## src/rtl/ccmFreqPkg.sv

```systemverilog
package ccmFreqPkg;

  typedef enum logic [1:0] {
    OP_PLL = 2'd0,
    OP_HS  = 2'd1,
    OP_PER = 2'd2
  } divOp_e;

  typedef struct packed {
    logic   snap;
    logic   launch;
    divOp_e op;
    logic   capPll;
    logic   capHs;
    logic   commit;
  } calcStrobe_t;

  typedef enum logic [2:0] {
    SEL_NONE = 3'd0,
    SEL_CORE = 3'd1,
    SEL_HS   = 3'd2,
    SEL_PER  = 3'd3,
    SEL_LOW  = 3'd4
  } clkSel_e;

  // field positions decoded from the register images
  localparam int REFSEL_LSB = 1;
  localparam int PLLEN_BIT  = 3;
  localparam int BYPASS_BIT = 7;
  localparam int MFN_LSB    = 0;
  localparam int MFN_W      = 10;
  localparam int MFI_LSB    = 10;
  localparam int MFI_W      = 4;
  localparam int MFD_LSB    = 16;
  localparam int MFD_W      = 10;
  localparam int PD_LSB     = 26;
  localparam int PD_W       = 4;
  localparam int HSDIV_LSB  = 11;
  localparam int HSDIV_W    = 3;
  localparam int PERDIV_LSB = 6;
  localparam int PERDIV_W   = 2;

endpackage

```

## src/rtl/ccmSeqDivider.sv

```systemverilog
module ccmSeqDivider #(
  parameter int DIVIDEND_W = 64,
  parameter int DIVISOR_W  = 32
) (
  input  logic                  clk,
  input  logic                  rstN,
  input  logic                  load,
  input  logic [DIVIDEND_W-1:0] dividend,
  input  logic [DIVISOR_W-1:0]  divisor,
  output logic [DIVIDEND_W-1:0] quotient,
  output logic                  doneP
);

  localparam int CNT_W = $clog2(DIVIDEND_W + 1);

  logic [DIVIDEND_W-1:0] quoQ;
  logic [DIVISOR_W-1:0]  remQ;
  logic [DIVISOR_W-1:0]  dsrQ;
  logic [CNT_W-1:0]      cntQ;
  logic                  runQ;
  logic                  doneQ;

  logic [DIVISOR_W:0] trial;
  logic [DIVISOR_W:0] diff;
  logic               fits;
  logic               unusedDiffTop;

  always_comb begin
    trial = {remQ, quoQ[DIVIDEND_W-1]};
    fits  = (trial >= {1'b0, dsrQ});
    diff  = trial - {1'b0, dsrQ};
  end

  assign unusedDiffTop = diff[DIVISOR_W];

  always_ff @(posedge clk) begin
    if (!rstN) begin
      quoQ  <= '0;
      remQ  <= '0;
      dsrQ  <= '0;
      cntQ  <= '0;
      runQ  <= 1'b0;
      doneQ <= 1'b0;
    end else if (load) begin
      quoQ  <= dividend;
      remQ  <= '0;
      dsrQ  <= divisor;
      cntQ  <= CNT_W'(DIVIDEND_W);
      runQ  <= 1'b1;
      doneQ <= 1'b0;
    end else if (runQ) begin
      remQ <= fits ? diff[DIVISOR_W-1:0] : trial[DIVISOR_W-1:0];
      quoQ <= {quoQ[DIVIDEND_W-2:0], fits};
      cntQ <= cntQ - CNT_W'(1);
      if (cntQ == CNT_W'(1)) begin
        runQ  <= 1'b0;
        doneQ <= 1'b1;
      end else begin
        doneQ <= 1'b0;
      end
    end else begin
      doneQ <= 1'b0;
    end
  end

  assign quotient = quoQ;
  assign doneP    = doneQ;

  AST_DIV_REM_BOUND: assert property (@(posedge clk) disable iff (!rstN)
    runQ |-> (remQ < dsrQ)) else $error("partial remainder out of range");

  AST_DIV_DONE_PULSE: assert property (@(posedge clk) disable iff (!rstN)
    doneQ |=> !doneQ) else $error("divider done longer than a cycle");

endmodule

```

## src/rtl/ccmCalcCtrl.sv

```systemverilog
module ccmCalcCtrl
  import ccmFreqPkg::*;
(
  input  logic        clk,
  input  logic        rstN,
  input  logic        start,
  input  logic        divDone,
  output calcStrobe_t strb,
  output logic        busy,
  output logic        done
);

  typedef enum logic [2:0] {
    ST_IDLE,
    ST_LOAD_PLL,
    ST_WAIT_PLL,
    ST_LOAD_HS,
    ST_WAIT_HS,
    ST_LOAD_PER,
    ST_WAIT_PER
  } calcState_e;

  calcState_e stateQ, stateD;
  logic       pendingQ;
  logic       doneQ;

  always_comb begin
    stateD = stateQ;
    strb   = '0;
    case (stateQ)
      ST_IDLE: begin
        if (start) begin
          strb.snap = 1'b1;
          stateD    = ST_LOAD_PLL;
        end
      end
      ST_LOAD_PLL: begin
        strb.launch = 1'b1;
        strb.op     = OP_PLL;
        stateD      = ST_WAIT_PLL;
      end
      ST_WAIT_PLL: begin
        if (divDone) begin
          strb.capPll = 1'b1;
          stateD      = ST_LOAD_HS;
        end
      end
      ST_LOAD_HS: begin
        strb.launch = 1'b1;
        strb.op     = OP_HS;
        stateD      = ST_WAIT_HS;
      end
      ST_WAIT_HS: begin
        if (divDone) begin
          strb.capHs = 1'b1;
          stateD     = ST_LOAD_PER;
        end
      end
      ST_LOAD_PER: begin
        strb.launch = 1'b1;
        strb.op     = OP_PER;
        stateD      = ST_WAIT_PER;
      end
      ST_WAIT_PER: begin
        strb.op = OP_PER;
        if (divDone) begin
          strb.commit = 1'b1;
          if (pendingQ || start) begin
            strb.snap = 1'b1;
            stateD    = ST_LOAD_PLL;
          end else begin
            stateD = ST_IDLE;
          end
        end
      end
      default: stateD = ST_IDLE;
    endcase
  end

  always_ff @(posedge clk) begin
    if (!rstN) begin
      stateQ   <= ST_IDLE;
      pendingQ <= 1'b0;
      doneQ    <= 1'b0;
    end else begin
      stateQ <= stateD;
      doneQ  <= strb.commit;
      if (strb.snap) begin
        pendingQ <= 1'b0;
      end else if (start && stateQ != ST_IDLE) begin
        pendingQ <= 1'b1;
      end
    end
  end

  assign busy = (stateQ != ST_IDLE);
  assign done = doneQ;

  AST_START_GOES_BUSY: assert property (@(posedge clk) disable iff (!rstN)
    (!busy && start) |=> busy) else $error("start while idle did not raise busy");

  AST_DONE_ONE_CYCLE: assert property (@(posedge clk) disable iff (!rstN)
    done |=> !done) else $error("done held for more than one cycle");

  AST_PENDING_RERUNS: assert property (@(posedge clk) disable iff (!rstN)
    (pendingQ && strb.commit) |=> (busy && done)) else $error("pending start lost");

endmodule

```

## src/rtl/ccmDatapath.sv

```systemverilog
module ccmDatapath
  import ccmFreqPkg::*;
#(
  parameter int REG_W      = 32,
  parameter int FREQ_W     = 32,
  parameter int DIVIDEND_W = 64,
  parameter int FRAC_SHIFT = 10,
  parameter int HI_REF_HZ  = 26000000,
  parameter int LO_HZ      = 32768,
  parameter int REF_SCALE  = 1024,
  parameter int MFI_MIN    = 5
) (
  input  logic                  clk,
  input  logic                  rstN,
  input  calcStrobe_t           strb,
  input  logic [REG_W-1:0]      ctrlReg,
  input  logic [REG_W-1:0]      div0Reg,
  input  logic [REG_W-1:0]      pllReg,
  input  logic [DIVIDEND_W-1:0] divQuot,
  output logic [DIVIDEND_W-1:0] divDividend,
  output logic [FREQ_W-1:0]     divDivisor,
  output logic [FREQ_W-1:0]     refOut,
  output logic [FREQ_W-1:0]     coreOut,
  output logic [FREQ_W-1:0]     hsOut,
  output logic [FREQ_W-1:0]     perOut
);

  localparam logic [FREQ_W-1:0] LO_REF_VAL = FREQ_W'(LO_HZ * REF_SCALE);
  localparam logic [FREQ_W-1:0] HI_REF_VAL = FREQ_W'(HI_REF_HZ);

  // snapshot of the decoded fields
  logic                refLowQ;
  logic                usePllQ;
  logic [PD_W-1:0]     pdQ;
  logic [MFD_W-1:0]    mfdQ;
  logic [MFI_W-1:0]    mfiQ;
  logic [MFN_W-1:0]    mfnQ;
  logic [HSDIV_W-1:0]  hsDivQ;
  logic [PERDIV_W-1:0] perDivQ;

  // intermediate results
  logic [FREQ_W-1:0] coreQ;
  logic [FREQ_W-1:0] hsQ;

  // latched outputs
  logic [FREQ_W-1:0] refOutQ;
  logic [FREQ_W-1:0] coreOutQ;
  logic [FREQ_W-1:0] hsOutQ;
  logic [FREQ_W-1:0] perOutQ;

  always_ff @(posedge clk) begin
    if (!rstN) begin
      refLowQ <= 1'b0;
      usePllQ <= 1'b0;
      pdQ     <= '0;
      mfdQ    <= '0;
      mfiQ    <= '0;
      mfnQ    <= '0;
      hsDivQ  <= '0;
      perDivQ <= '0;
    end else if (strb.snap) begin
      refLowQ <= (ctrlReg[REFSEL_LSB+1:REFSEL_LSB] == 2'b01);
      usePllQ <= ctrlReg[PLLEN_BIT] & ~ctrlReg[BYPASS_BIT];
      pdQ     <= pllReg[PD_LSB+PD_W-1:PD_LSB];
      mfdQ    <= pllReg[MFD_LSB+MFD_W-1:MFD_LSB];
      mfiQ    <= pllReg[MFI_LSB+MFI_W-1:MFI_LSB];
      mfnQ    <= pllReg[MFN_LSB+MFN_W-1:MFN_LSB];
      hsDivQ  <= div0Reg[HSDIV_LSB+HSDIV_W-1:HSDIV_LSB];
      perDivQ <= div0Reg[PERDIV_LSB+PERDIV_W-1:PERDIV_LSB];
    end
  end

  logic unusedRegBits;
  assign unusedRegBits = ^{ctrlReg[REG_W-1:BYPASS_BIT+1], ctrlReg[BYPASS_BIT-1:PLLEN_BIT+1],
                           ctrlReg[REFSEL_LSB-1:0],
                           div0Reg[REG_W-1:HSDIV_LSB+HSDIV_W],
                           div0Reg[HSDIV_LSB-1:PERDIV_LSB+PERDIV_W],
                           div0Reg[PERDIV_LSB-1:0],
                           pllReg[REG_W-1:PD_LSB+PD_W],
                           pllReg[MFD_LSB-1:MFI_LSB+MFI_W]};

  // PLL ratio operands
  logic [FREQ_W-1:0]     refHz;
  logic [FREQ_W-1:0]     baseHz;
  logic [MFI_W-1:0]      mfiEff;
  logic [FREQ_W-1:0]     mfdP1;
  logic [FREQ_W-1:0]     pdP1;
  logic [FREQ_W-1:0]     sumRaw;
  logic [FREQ_W-1:0]     sumPos;
  logic [DIVIDEND_W-1:0] pllProd;
  logic [FREQ_W-1:0]     pllDivisor;
  logic [FREQ_W-1:0]     coreSel;

  always_comb begin
    refHz      = refLowQ ? LO_REF_VAL : HI_REF_VAL;
    baseHz     = refHz >> FRAC_SHIFT;
    mfiEff     = (mfiQ < MFI_W'(MFI_MIN)) ? MFI_W'(MFI_MIN) : mfiQ;
    mfdP1      = FREQ_W'(mfdQ) + FREQ_W'(1);
    pdP1       = FREQ_W'(pdQ) + FREQ_W'(1);
    sumRaw     = FREQ_W'(mfiEff) * mfdP1
               + {{(FREQ_W-MFN_W){mfnQ[MFN_W-1]}}, mfnQ};
    sumPos     = sumRaw[FREQ_W-1] ? '0 : sumRaw;
    pllProd    = DIVIDEND_W'(2) * DIVIDEND_W'(baseHz) * DIVIDEND_W'(sumPos);
    pllDivisor = mfdP1 * pdP1;
    coreSel    = usePllQ ? FREQ_W'(divQuot << FRAC_SHIFT) : refHz;
  end

  always_comb begin
    case (strb.op)
      OP_PLL: begin
        divDividend = pllProd;
        divDivisor  = pllDivisor;
      end
      OP_HS: begin
        divDividend = DIVIDEND_W'(coreQ);
        divDivisor  = FREQ_W'(hsDivQ) + FREQ_W'(1);
      end
      default: begin
        divDividend = DIVIDEND_W'(hsQ);
        divDivisor  = FREQ_W'(perDivQ) + FREQ_W'(1);
      end
    endcase
  end

  logic unusedQuot;
  assign unusedQuot = ^divQuot[DIVIDEND_W-1:FREQ_W];

  always_ff @(posedge clk) begin
    if (!rstN) begin
      coreQ    <= '0;
      hsQ      <= '0;
      refOutQ  <= '0;
      coreOutQ <= '0;
      hsOutQ   <= '0;
      perOutQ  <= '0;
    end else begin
      if (strb.capPll) coreQ <= coreSel;
      if (strb.capHs)  hsQ   <= divQuot[FREQ_W-1:0];
      if (strb.commit) begin
        refOutQ  <= refHz;
        coreOutQ <= coreQ;
        hsOutQ   <= hsQ;
        perOutQ  <= divQuot[FREQ_W-1:0];
      end
    end
  end

  assign refOut  = refOutQ;
  assign coreOut = coreOutQ;
  assign hsOut   = hsOutQ;
  assign perOut  = perOutQ;

  AST_OUTS_HOLD: assert property (@(posedge clk) disable iff (!rstN)
    !strb.commit |=> $stable({refOutQ, coreOutQ, hsOutQ, perOutQ}))
    else $error("outputs moved without a commit");

  AST_HS_NOT_ABOVE_CORE: assert property (@(posedge clk) disable iff (!rstN)
    hsOutQ <= coreOutQ) else $error("high-speed clock above core");

  AST_PER_NOT_ABOVE_HS: assert property (@(posedge clk) disable iff (!rstN)
    perOutQ <= hsOutQ) else $error("peripheral clock above high-speed");

  AST_DIVISOR_NONZERO: assert property (@(posedge clk) disable iff (!rstN)
    strb.launch |-> (divDivisor != '0)) else $error("zero divisor launched");

endmodule

```

## src/rtl/ccmFreqCalc.sv

```systemverilog
module ccmFreqCalc
  import ccmFreqPkg::*;
#(
  parameter int REG_W      = 32,
  parameter int FREQ_W     = 32,
  parameter int DIVIDEND_W = 64,
  parameter int FRAC_SHIFT = 10,
  parameter int HI_REF_HZ  = 26000000,
  parameter int LO_HZ      = 32768,
  parameter int REF_SCALE  = 1024,
  parameter int MFI_MIN    = 5
) (
  input  logic              clk,
  input  logic              rstN,
  input  logic              start,
  input  logic [REG_W-1:0]  ctrlReg,
  input  logic [REG_W-1:0]  div0Reg,
  input  logic [REG_W-1:0]  pllReg,
  input  logic [2:0]        clkSel,
  output logic              busy,
  output logic              done,
  output logic [FREQ_W-1:0] refFreq,
  output logic [FREQ_W-1:0] coreFreq,
  output logic [FREQ_W-1:0] hsFreq,
  output logic [FREQ_W-1:0] perFreq,
  output logic [FREQ_W-1:0] selFreq
);

  calcStrobe_t           strb;
  logic                  divDone;
  logic [DIVIDEND_W-1:0] divQuot;
  logic [DIVIDEND_W-1:0] divDividend;
  logic [FREQ_W-1:0]     divDivisor;

  ccmCalcCtrl u_ctrl (
    .clk     (clk),
    .rstN    (rstN),
    .start   (start),
    .divDone (divDone),
    .strb    (strb),
    .busy    (busy),
    .done    (done)
  );

  ccmDatapath #(
    .REG_W      (REG_W),
    .FREQ_W     (FREQ_W),
    .DIVIDEND_W (DIVIDEND_W),
    .FRAC_SHIFT (FRAC_SHIFT),
    .HI_REF_HZ  (HI_REF_HZ),
    .LO_HZ      (LO_HZ),
    .REF_SCALE  (REF_SCALE),
    .MFI_MIN    (MFI_MIN)
  ) u_dp (
    .clk         (clk),
    .rstN        (rstN),
    .strb        (strb),
    .ctrlReg     (ctrlReg),
    .div0Reg     (div0Reg),
    .pllReg      (pllReg),
    .divQuot     (divQuot),
    .divDividend (divDividend),
    .divDivisor  (divDivisor),
    .refOut      (refFreq),
    .coreOut     (coreFreq),
    .hsOut       (hsFreq),
    .perOut      (perFreq)
  );

  ccmSeqDivider #(
    .DIVIDEND_W (DIVIDEND_W),
    .DIVISOR_W  (FREQ_W)
  ) u_div (
    .clk      (clk),
    .rstN     (rstN),
    .load     (strb.launch),
    .dividend (divDividend),
    .divisor  (divDivisor),
    .quotient (divQuot),
    .doneP    (divDone)
  );

  always_comb begin
    case (clkSel)
      SEL_CORE: selFreq = coreFreq;
      SEL_HS:   selFreq = hsFreq;
      SEL_PER:  selFreq = perFreq;
      SEL_LOW:  selFreq = FREQ_W'(LO_HZ);
      default:  selFreq = '0;
    endcase
  end

endmodule

```

## config.mk

```make
export PLATFORM = sky130hd
export DESIGN_NAME = ccmFreqCalc
export DESIGN_NICKNAME = d
export VERILOG_FILES = /design/src/rtl/ccmFreqPkg.sv /design/src/rtl/ccmSeqDivider.sv /design/src/rtl/ccmCalcCtrl.sv /design/src/rtl/ccmDatapath.sv /design/src/rtl/ccmFreqCalc.sv
export SDC_FILE = /design/constraint.sdc
export NUM_CORES = 1
export LEC_CHECK = 0
export CORE_MARGIN = 4
export CORE_UTILIZATION = 60
export CTS_BUF_LIST = sky130_fd_sc_hd__clkbuf_4 sky130_fd_sc_hd__clkbuf_8 sky130_fd_sc_hd__clkbuf_16
export DETAILED_ROUTE_END_ITERATION = 10
export PLACE_DENSITY_LB_ADDON = 0.15
export SLEW_MARGIN = 20
export SYNTH_ARGS = -nofsm -noshare
export SYNTH_HDL_FRONTEND = slang
export SYNTH_SLANG_ARGS = --single-unit
```

## constraint.sdc

```tcl
create_clock -name clk -period 13.5 [get_ports clk]
set_input_delay 3.375 -clock clk [delete_from_list [all_inputs] [get_ports clk]]
set_output_delay 3.375 -clock clk [all_outputs]
set_load 0.03 [all_outputs]
```

Yosys cells after proc, flatten, opt, wreduce, memory -nomap -nowiden:

Index checks and enable logic that the tools add are counted.
Widths: inputs -> output; s select.

* register bits: 369
* input port bits: 102
* output and inout bits: 162
* word-level logic and storage cells: 101

* $add $sub $neg: 7
* $mul: 3
* order comparisons: 2
* equality and inequality tests: 17
* multiplexer cells: 32
* bitwise operators: 4
* reductions and logical operators: 12

Operator list (count)
* $mux 64: 2
* $pmux 32 s4: 1
* $pmux 64 s2: 1
* $mux 32: 2
* $pmux 32 s2: 1
* $mul 22x32->54: 1
* $ge 33x32->1: 1
* $add 32x32->32: 1
* $mul 32x32->32: 1
* $mul 4x32->32: 1
* $sub 32x32->32: 1
* $mux 31: 1
* $mux 26: 1
* $pmux 3 s7: 1
* $mux 7: 2
* $mux 1: 13
* $eq 3x2->1 const B: 4
* $eq 3x3->1 const B: 4
* $mux 3: 4
* $add 10x1->11 const B: 1
* $eq 7x1->1 const B: 1
* $sub 7x1->7 const B: 1
* $eq 3x1->1 const B: 2
* $ne 2x1->1 const B: 3
* 20 further kinds: 26

Longest topological paths before layout:

Gate-level depths: netlist (run 1).

* depth in word-level cells: 8
* mapped depth: 44

By module:

Synthesis (run 1) repeated with hierarchy kept, for this count alone.

* cell total of the unflattened synthesis: 3141
* area total of the unflattened synthesis: 26898.3 um^2

By module, submodules not included
* ccmDatapath: instances 1, cells each 2020, area each 17873.4 um^2
* ccmSeqDivider: instances 1, cells each 969, area each 7850.0 um^2
* ccmFreqCalc: instances 1, cells each 116, area each 878.3 um^2
* ccmCalcCtrl: instances 1, cells each 36, area each 296.5 um^2

Worst setup path after synthesis (run 1):

OpenSTA, ideal clock, no wires.

* path type: reg2reg
* start point: register u_dp.mfdQ[2]
* end point: register u_div.quoQ[48] (netlist: u_div.quotient[48])
* arrival: 10.984 ns
* data required time: 13.368 ns
* path slack: 2.384 ns
* stages on the path, launching flop included: 42
* buffers on the path: 4
* clock period less this slack: 11.116 ns
* cell sequence: dfxtp_1 > clkbuf_1 > nand3_1 > or4_1 > xor2_1 > nor2_1 > fa_1 > fa_1 > inv_1 > fa_1 > inv_1 > ha_1 > and4_1 > o2111ai_1 > and3_1 > o31ai_1 > and2_0 > clkbuf_1 > [6 not listed] > fa_1 > inv_1 > fa_1 > fa_1 > inv_1 > fa_1 > inv_1 > ha_1 > clkbuf_1 > nand2_1 > o21a_1 > a31oi_1 > o31ai_1 > o211ai_1 > o22ai_1 > o21ai_0 > a211oi_1 > or3b_2

* word-level cells in the longest chain between the ends: 7

RTL lines
* from (decl): RTL line ccmDatapath.sv:35 `logic [MFD_W-1:0] mfdQ;`
* from (signal assigned): RTL line ccmDatapath.sv:65 `mfdQ <= pllReg[MFD_LSB+MFD_W-1:MFD_LSB];`
* $add 10x1->11: RTL line ccmDatapath.sv:98 `mfdP1 = FREQ_W'(mfdQ) + FREQ_W'(1);`
* $mul 4x32->32: RTL line ccmDatapath.sv:100 `sumRaw = FREQ_W'(mfiEff) * mfdP1`
* $add 32x32->32: RTL line ccmDatapath.sv:101 `+ {{(FREQ_W-MFN_W){mfnQ[MFN_W-1]}}, mfnQ};`
* $mux 31: RTL line ccmDatapath.sv:102 `sumPos = sumRaw[FREQ_W-1] ? '0 : sumRaw;`
* $mul 22x32->54: RTL line ccmDatapath.sv:103 `pllProd = DIVIDEND_W'(2) * DIVIDEND_W'(baseHz) * DIVIDEND_W'(sumPos);`
* $pmux 64 s2: RTL line ccmDatapath.sv:109 `case (strb.op)`
* $mux 64: RTL line ccmSeqDivider.sv:44 `end else if (load) begin`
* to (signal assigned): RTL line ccmSeqDivider.sv:45 `quoQ <= dividend;`
* to (signal assigned): RTL line ccmSeqDivider.sv:53 `quoQ <= {quoQ[DIVIDEND_W-2:0], fits};`
* to (decl): RTL line ccmSeqDivider.sv:16 `logic [DIVIDEND_W-1:0] quoQ;`

Every way passes these cells.
A chain may end at the register's enable or synchronous reset.

Worst setup path in the final report (run 1):

* start point: register u_dp.mfiQ[3]
* end point: register u_div.quoQ[48] (netlist: u_div.quotient[48])

* word-level cells in the longest chain between the ends: 8

RTL lines
* from (decl): RTL line ccmDatapath.sv:36 `logic [MFI_W-1:0] mfiQ;`
* from (signal assigned): RTL line ccmDatapath.sv:66 `mfiQ <= pllReg[MFI_LSB+MFI_W-1:MFI_LSB];`
* $lt 4x3->1: RTL line ccmDatapath.sv:97 `mfiEff = (mfiQ < MFI_W'(MFI_MIN)) ? MFI_W'(MFI_MIN) : mfiQ;`
* $mux 4 *: RTL line ccmDatapath.sv:97
* $mul 4x32->32 *: RTL line ccmDatapath.sv:100
* $add 32x32->32 *: RTL line ccmDatapath.sv:101
* $mux 31 *: RTL line ccmDatapath.sv:102
* $mul 22x32->54 *: RTL line ccmDatapath.sv:103
* $pmux 64 s2 *: RTL line ccmDatapath.sv:109
* $mux 64 *: RTL line ccmSeqDivider.sv:44

Mark *: on every way between the ends. The rest lies on a longest branch, timed or not.

==> impl_metrics.ini, run 1 <==
[timing]
slew_violations = 0
period_share_pct = 91.8
final.setup.worst_slack_ns = 1.10
rsz0062_at_grt = no
period_minus_slack_ns = 12.40
tightest_slew_ns = 1.16
maxSlewHeadroom_pct = 22.6
clock.fmax_mhz = 80.7
fin_setup_tns_ns = 0
finalHoldViolations = 0
setup_violations = 0
clock_skew_ns = 0.0265

[worst_setup_path]
path_common_cell = fa_1
crit_path_top_delay_cell = nor2b_1
rrSetupSlack_ns = 1.10
cp_data_required_time_ns = 13.93
crit_arrival_ns = 12.83
cp_slowest_stage_delay_ns = 0.69
startpoint = u_dp.mfiQ[3]$_SDFFE_PN0P_
worst_r2r_endpoint = u_div.quotient[48]$_SDFFE_PN0P_
path_max_fanout = 15
r2r_cells = 36
endpoint = u_div.quotient[48]$_SDFFE_PN0P_
cp-end-kind = flip-flop
critPathKind = flip-flop to flip-flop
regToRegStartpoint = u_dp.mfiQ[3]$_SDFFE_PN0P_
worst_setup_path_start_kind = flip-flop

[detailed_routing]
drtAntennaViolNets = 0
dr.pass1.iters = 6
routedWlPerCell_microns = 17.9
wirelength_microns = 75500
drcViolationCount = 0
num_vias = 24300
viasPerCell = 5.79
drt_iter0_markers = 2147

[cts]
cts_hold_buf = 0
cts_tree = done
clock_latency_ns = 0.56
cts_buffers = 35
cts_buffer_depth = 3
cts-resized-gates = 0
clk_pin_slew_worst_paths_ns = 0.06
cts_setup_buffers = 0
root_buffer = clkbuf_16
cts_num_sinks = 306
htreeDepth = 2

[power_and_ir_drop]
peakVddDrop_mv = 0.477
p_per_area_mw_per_mm2 = 256
leakage_uw = 0.0148

[die]
start_util_pct = 61.2
rows = 79
die-area_sq_mm = 0.0513
fp.dieW_microns = 227
die_height_microns = 227
io_pins = 264
coreArea_sq_mm = 0.0469

[finish]
drive_gt1_share_pct = 4.61
areaGrowthSynthToFinish_pct = 11.8
post-route-util_pct = 68.3
nets = 4248
design_area_sq_mm = 0.0320
n_antenna_cell = 0

[yosys]
synthFlopType = dfxtp_1
synth_area_leaders = dfxtp_1, ha_1, fa_1, nand2_1, inv_1
yosysUniqueCellTypes = 75
yosysSeqAreaShare_pct = 21.4
synthesis.area_sq_mm = 0.0287
synth_edf_count = 0
yosys_register_bits = 306
async_flop_share_pct = 0
synth_top_area_share_pct = 21.4
synth_warnings = 0
syn_inst = 3480
syn_area_per_cell_sq_um = 8.23
yosys.area.top_type = dfxtp_1

[placement]
place_area_sq_mm = 0.0308
io_buffers = 175
dp_slack_ns = 1.28
dpl.hpwl_microns = 58200
gp_congestion = 0.927

[run_status]
outcome = completed

[grt]
grt_pass1_vias = 23800
grtUsageTotal_pct = 29.1
grt_max_degree = 141
antenna_found_initial = 0
grt_remaining_overflow = 0
grt_pass1_wl_microns = 123000

[run]
drv_cap = 0

[min_path]
hold_path.class = flip-flop to flip-flop
flip-flops by register name, indices dropped and copies added, names as in the netlist, 4 cells and up:
signal and flops:
u_div.quotient 64, u_div.remQ 32, u_dp.hsOut 32, u_dp.hsQ 32
u_dp.perOut 32, u_dp.coreOut 23, u_dp.coreQ 23, u_div.dsrQ 17
u_dp.mfdQ 10, u_dp.mfnQ 10, u_div.cntQ 7, u_dp.mfiQ 4
u_dp.pdQ 4
how the worst min path moves through the flow:
stage	from	endpoint	slack [ns]	cells past startpoint
after floorplan	u_dp.mfnQ[2]$_SDFFE_PN0P_	u_dp.mfnQ[2]$_SDFFE_PN0P_	0.44	2
after global placement	u_dp.mfnQ[2]$_SDFFE_PN0P_	u_dp.mfnQ[2]$_SDFFE_PN0P_	0.46	2
after detailed placement	u_dp.mfnQ[7]$_SDFFE_PN0P_	u_dp.mfnQ[7]$_SDFFE_PN0P_	0.46	2
after CTS	u_dp.mfnQ[7]$_SDFFE_PN0P_	u_dp.mfnQ[7]$_SDFFE_PN0P_	0.47	2
after global routing	u_dp.mfnQ[7]$_SDFFE_PN0P_	u_dp.mfnQ[7]$_SDFFE_PN0P_	0.49	2
final	u_dp.mfnQ[7]$_SDFFE_PN0P_	u_dp.mfnQ[7]$_SDFFE_PN0P_	0.47	2
layout make-up:
class | instances | area [sq um]
multi-input combinational | 2563 | 20100
fill | 3911 | 14800
sequential | 306 | 6130
timing repair buffer | 217 | 2090
inverter | 451 | 1690
clock buffer | 49 | 1020
tap | 607 | 759
clock inverter | 13 | 189
placed cells by master, fill, tap and decap left out, drive strengths merged, types with 148 or more instances in the layout:
cell           count
nor2             222
fa               219
ha               353
clkdlybuf4s50    174
nand2            476
o21ai            148
a21oi            153
dfxtp            306
inv              453
a21boi           185
cells in the mapped netlist (all sizes together) (29+ instances only):
| master | n |
|---|---|
| nor2 | 222 |
| mux2 | 32 |
| fa | 219 |
| nor3 | 41 |
| a21oi | 153 |
| nand2 | 476 |
| a21boi | 185 |
| xor2 | 35 |
| nor2b | 30 |
| a211oi | 30 |
| nand2b | 29 |
| inv | 451 |
| ha | 353 |
| nand3 | 62 |
| dfxtp | 306 |
| buf | 53 |
| o21ai | 148 |
| a21o | 47 |
| mux2i | 50 |
| xnor2 | 57 |
| clkbuf | 185 |
| and2 | 36 |
worst max-delay path, delay by kind of cell, from the launching register on:
kind | cells | cell delay [ns]
compound gates | 13 | 3.41
flops | 1 | 0.59
buf+inv | 6 | 0.43
simple gates | 6 | 2.73
fa+ha+maj | 11 | 5.06
routing by layer:
metal	share of wire (%)	wire length, microns	vias to the layer above	GRT usage [%]
li1	-	-	11600	-
met1	43	32800	11700	40.0
met2	47	35600	924	48.7
met3	6.7	5040	127	3.55
met4	2.8	2080	0	8.42
met5	0	0	-	0
metrics by stage:
| step | total power, uW | hold slack [ns] | instances |
|---|---|---|---|
| floorplan | 5450 | 0.443 | 3558 |
| global placement | 6890 | 0.455 | 4143 |
| detailed placement | 7100 | 0.459 | 4143 |
| CTS | 8150 | 0.467 | 4205 |
| global route | 9030 | 0.492 | 4206 |
| finish | 8200 | 0.468 | 4206 |
kinds of logic after synthesis:
kind of cell               count (synthesis)  share of synthesized area [%]
other                                      2                         0.0262
and+or+nand+nor                         1004                           15.7
xor gates and xnor gates                  92                           2.81
AOI/OAI and AO/OA                        733                           16.8
muxes                                     82                           3.00
adders and majority gates                572                           30.7
buffers and inverters                    689                           9.55
DFF                                      306                           21.4
where the power goes:
part / switching (uW) / internal, uW / total (uW)
Combinational: 3800 / 2350 / 6150
Clock: 399 / 595 / 993
Sequential: 80.6 / 967 / 1050
Total: 4280 / 3910 / 8200
No activity file was read; power rests on OpenSTA's default activity.
==> inputs of run 2 (changes only) <==
--- a/config.mk
+++ b/config.mk
@@ -9,7 +9,9 @@
 export CORE_UTILIZATION = 60
 export CTS_BUF_LIST = sky130_fd_sc_hd__clkbuf_4 sky130_fd_sc_hd__clkbuf_8 sky130_fd_sc_hd__clkbuf_16
 export DETAILED_ROUTE_END_ITERATION = 10
+export MAX_ROUTING_LAYER = met4
 export PLACE_DENSITY_LB_ADDON = 0.15
+export REMOVE_ABC_BUFFERS = 1
 export SLEW_MARGIN = 20
 export SYNTH_ARGS = -nofsm -noshare
 export SYNTH_HDL_FRONTEND = slang
==> impl_metrics.ini, run 2 (same netlist as run 1, synthesis figures left out) <==
[detailed_routing]
drt_iter0_markers = 1825
drcViolationCount = 0
num_vias = 24100
routedWlPerCell_microns = 17.8
viasPerCell = 5.72
dr.pass1.iters = 7
drtAntennaViolNets = 0
wirelength_microns = 74800

[power_and_ir_drop]
p_clk_share_pct = 12.4
peakVddDrop_mv = 0.466
switching_share_pct = 52.4
switchingPower_uw = 4330
combPwrFrac_pct = 75.0
seqPwrFrac_pct = 12.6
leakage_uw = 0.0148
p_per_area_mw_per_mm2 = 258
p_int_uw = 3930

[cts]
cts_buffers = 36
cts_tree = done
clock_latency_ns = 0.54
clk_pin_slew_worst_paths_ns = 0.06
cts_setup_buffers = 0
cts_buffer_depth = 3
root_buffer = clkbuf_16
htreeDepth = 2
cts_hold_buf = 0
cts-resized-gates = 0
cts_num_sinks = 306

[grt]
grt_pass1_wl_microns = 122000
grt_pass1_vias = 23400
grtUsageMet1_pct = 40.7
grt_util_met3_pct = 3.17
busiest_layer = met2
antenna_found_initial = 1
grtUsageMet2_pct = 48.2
grtUsageTotal_pct = 29.9
grt_max_degree = 115
grt_remaining_overflow = 0

[worst_setup_path]
cp-end-kind = flip-flop
critPathKind = flip-flop to flip-flop
cp_data_required_time_ns = 13.95
path_common_cell = fa_1
crit_arrival_ns = 12.85
cp_slowest_stage_delay_ns = 0.65
startpoint = u_dp.mfdQ[2]$_SDFFE_PN0P_
worst_setup_path_start_kind = flip-flop
crit_path_top_delay_cell = a2111oi_0
path_max_fanout = 14
regToRegStartpoint = u_dp.mfdQ[2]$_SDFFE_PN0P_

[min_path]
hp-start = u_dp.mfnQ[5]$_SDFFE_PN0P_
hold_path.class = flip-flop to flip-flop

[die]
die_height_microns = 227
die-area_sq_mm = 0.0513
rows = 79
start_util_pct = 61.2
coreArea_sq_mm = 0.0469
io_pins = 264
fp.dieW_microns = 227

[finish]
fin_cells = 4208
largest_reg_flops = 64
final_cell_mix = nand2_1, inv_1, ha_1
drive_gt1_share_pct = 4.69
fill_cells = 3847
nets = 4247
multi_input_area_sq_mm = 0.0201
areaGrowthSynthToFinish_pct = 11.9
seq_area_sq_mm = 0.00613
post-route-util_pct = 68.4
layout_commonest_cell = nand2_1

[timing]
slew_violations = 0
setup_violations = 0
maxSlewHeadroom_pct = 18.1
period_minus_slack_ns = 12.41
tightest_slew_ns = 1.22
clock_skew_ns = 0.0240
clock.fmax_mhz = 80.6
final.setup.worst_slack_ns = 1.09
fin_setup_tns_ns = 0
finalHoldViolations = 0
rsz0062_at_grt = no
period_share_pct = 91.9

[placement]
dpl.hpwl_microns = 57800
dp_cells = 4142
io_buffers = 175
gp_congestion = 0.954
dp_slack_ns = 1.31

[run_status]
outcome = completed

[run]
drv_cap = 0
## run 2: through the flow
stage | area, sq um | power, uW | hold slack [ns]
6_report | 32100 | 8260 | 0.467
4_1_cts | 32100 | 8200 | 0.471
2_1_floorplan | 27900 | 5410 | 0.443
3_3_place_gp | 30800 | 7000 | 0.452
5_1_grt | 32100 | 9080 | 0.494
3_5_place_dp | 30800 | 7130 | 0.463
## run 2: worst paths after layout
check,to,slack (ns),cells after the start
min,u_dp.mfnQ[5]$_SDFFE_PN0P_,0.47,2
min reg2reg,u_dp.mfnQ[5]$_SDFFE_PN0P_,0.47,2
max,u_div.quotient[47]$_SDFFE_PN0P_,1.09,39
max reg2reg,u_div.quotient[47]$_SDFFE_PN0P_,1.09,39
## run 2: power by group through the flow
stage / registers (uW) / clock network, uW / logic [uW]
floorplan: 1050 / 0 / 4370
global placement: 1060 / 0 / 5950
detailed placement: 1060 / 0 / 6070
CTS: 1040 / 1030 / 6130
global route: 1050 / 1080 / 6960
finish: 1040 / 1020 / 6190
## run 2: layout make-up
| class | instances | area share, % |
|---|---|---|
| diodes | 1 | 0.00781 |
| clock buffers | 55 | 3.60 |
| clock inverters | 10 | 0.379 |
| inverters | 451 | 5.28 |
| multi-input cells | 2563 | 62.8 |
| flip-flops and latches | 306 | 19.1 |
| well taps | 607 | 2.37 |
| repair buffers | 215 | 6.41 |
## run 2: routing by layer
| metal | vias to the layer above | share of wire [%] |
|---|---|---|
| li1 | 11600 | - |
| met1 | 11600 | 45 |
| met2 | 756 | 47 |
| met3 | 119 | 5.4 |
| met4 | 0 | 2.6 |
| met5 | - | 0 |
## run 2: worst max-delay path: cells and delay by family, from the launching register on
family | cells | cell delay [ns]
xor+xnor | 1 | 0.53
compound gates | 5 | 1.84
simple gates | 15 | 3.83
buf+inv | 7 | 0.55
fa+ha+maj | 11 | 5.12
flops | 1 | 0.44
==> inputs of run 3 (changes only) <==
--- a/config.mk
+++ b/config.mk
@@ -6,13 +6,15 @@
 export NUM_CORES = 1
 export LEC_CHECK = 0
 export CORE_MARGIN = 4
-export CORE_UTILIZATION = 60
+export CORE_UTILIZATION = 35
 export CTS_BUF_LIST = sky130_fd_sc_hd__clkbuf_4 sky130_fd_sc_hd__clkbuf_8 sky130_fd_sc_hd__clkbuf_16
 export DETAILED_ROUTE_END_ITERATION = 10
 export MAX_ROUTING_LAYER = met4
 export PLACE_DENSITY_LB_ADDON = 0.15
 export REMOVE_ABC_BUFFERS = 1
+export SKIP_CTS_REPAIR_TIMING = 1
 export SLEW_MARGIN = 20
 export SYNTH_ARGS = -nofsm -noshare
 export SYNTH_HDL_FRONTEND = slang
 export SYNTH_SLANG_ARGS = --single-unit
+export TNS_END_PERCENT = 1
==> impl_metrics.ini, run 3 (same netlist as run 1, synthesis figures left out) <==
[placement]
dpl.hpwl_microns = 63900
io_buffers = 175
place_area_sq_mm = 0.0316
gp_congestion = 0.845

[finish]
design_area_sq_mm = 0.0329
areaGrowthSynthToFinish_pct = 14.8
fill_cells = 8377
multi_input_area_sq_mm = 0.0201
seq_area_sq_mm = 0.00613
nets = 4279
largest_reg_flops = 64
final_cell_mix = nand2_1, inv_1, ha_1
layout_commonest_cell = nand2_1
post-route-util_pct = 40.7
drive_gt1_share_pct = 5.62

[detailed_routing]
dr.pass1.iters = 5
viasPerCell = 4.93
wirelength_microns = 83300
drcViolationCount = 0
drt_iter0_markers = 1282
routedWlPerCell_microns = 17.7
num_vias = 23100
drtAntennaViolNets = 0

[cts]
root_buffer = clkbuf_16
cts_num_sinks = 306
clk_pin_slew_worst_paths_ns = 0.06
cts_tree = done
cts_buffer_depth = 3
clock_latency_ns = 0.57
cts_buffers = 37
htreeDepth = 2

[worst_setup_path]
rrSetupSlack_ns = 1.60
regToRegStartpoint = u_dp.mfdQ[2]$_SDFFE_PN0P_
crit_path_top_delay_cell = xnor2_1
cp_slowest_stage_delay_ns = 0.55
worst_setup_path_start_kind = flip-flop
cp_data_required_time_ns = 13.94
path_common_cell = fa_1
cp-end-kind = flip-flop
critPathKind = flip-flop to flip-flop
r2r_cells = 41
crit_arrival_ns = 12.35
worst_r2r_endpoint = u_div.quotient[48]$_SDFFE_PN0P_
path_max_fanout = 10

[grt]
grt_remaining_overflow = 0
grt_pass1_vias = 22600
grt_max_degree = 188
antenna_found_initial = 0
grtUsageTotal_pct = 19.7
grt_pass1_wl_microns = 132000

[timing]
period_minus_slack_ns = 11.90
period_share_pct = 88.2
clock_skew_ns = 0.0303
fin_setup_tns_ns = 0
clock.fmax_mhz = 84.0
maxSlewHeadroom_pct = 22.2
setup_violations = 0
hold-worst-slack_ns = 0.464
finalHoldViolations = 0
slew_violations = 0
tightest_slew_ns = 1.17
rsz0062_at_grt = no

[die]
die-area_sq_mm = 0.0865
rows = 104
die_height_microns = 294
start_util_pct = 35.5
fp.dieW_microns = 294
coreArea_sq_mm = 0.0808
io_pins = 264

[min_path]
min_to = u_dp.mfnQ[3]$_SDFFE_PN0P_
hold_path.class = flip-flop to flip-flop
holdPathStages = 2
hp-start = u_dp.mfnQ[3]$_SDFFE_PN0P_

[power_and_ir_drop]
p_clk_share_pct = 12.5
leakage_uw = 0.0150
combPwrFrac_pct = 75.0
p_per_area_mw_per_mm2 = 255
p_total_uw = 8390
p_int_uw = 3920
peakVddDrop_mv = 0.325
seqPwrFrac_pct = 12.5
switching_share_pct = 53.3
switchingPower_uw = 4470

[run_status]
outcome = completed

[run]
drv_cap = 0
==> run 3: worst max-delay path by stage <==
| stage | end | slack [ns] | startpoint |
|---|---|---|---|
| 2_1_floorplan | u_div.quotient[48]$_SDFFE_PN0P_ | 2.43 | u_dp.mfdQ[2]$_SDFFE_PN0P_ |
| 3_3_place_gp | u_div.quotient[48]$_SDFFE_PN0P_ | 1.55 | u_dp.mfdQ[2]$_SDFFE_PN0P_ |
| 3_5_place_dp | u_div.quotient[48]$_SDFFE_PN0P_ | 1.55 | u_dp.mfdQ[2]$_SDFFE_PN0P_ |
| 4_1_cts | u_div.quotient[48]$_SDFFE_PN0P_ | 1.53 | u_dp.mfdQ[2]$_SDFFE_PN0P_ |
| 5_1_grt | u_div.quotient[47]$_SDFFE_PN0P_ | 0.74 | u_dp.mfdQ[2]$_SDFFE_PN0P_ |
| 6_report | u_div.quotient[48]$_SDFFE_PN0P_ | 1.60 | u_dp.mfdQ[2]$_SDFFE_PN0P_ |
==> run 3: power groups by stage <==
stage,clock network (uW),registers [uW],logic [uW]
floorplan,0,1050,4370
global placement,0,1070,6310
detailed placement,0,1070,6300
CTS,1080,1050,6350
global route,1110,1060,7160
finish,1050,1050,6300
==> run 3: cell type report <==
type,count,area share [%]
Sequential cell,306,18.6
Multi-Input combinational cell,2563,61.2
Clock buffer,56,3.42
Tap cell,1060,4.03
Clock inverter,10,0.483
Timing Repair Buffer,246,7.03
Inverter,451,5.15
Antenna cell,1,0.00761
==> run 3: worst max-delay path, delay by kind of cell, from the launching register on <==
kind / cells / cell delay (ns)
fa+ha+maj: 11 / 4.91
simple gates: 12 / 2.63
compound gates: 8 / 2.23
buf+inv: 9 / 1.02
xor+xnor: 1 / 0.55
flops: 1 / 0.47
==> run 3: per-layer routing <==
layer | up-vias | wire (microns) | global-route usage, %
li1 | 11700 | - | -
met1 | 11000 | 41200 | 27.6
met2 | 404 | 37100 | 30.8
met3 | 74 | 3500 | 2.47
met4 | 0 | 1470 | 3.79
met5 | - | 0 | -
==> run 3: stage by stage <==
stage	instances	worst slack, ns
after floorplan	3320	2.43
after global placement	4625	1.55
after detailed placement	4625	1.55
after CTS	4691	1.53
after global routing	4692	0.742
final	4693	1.60
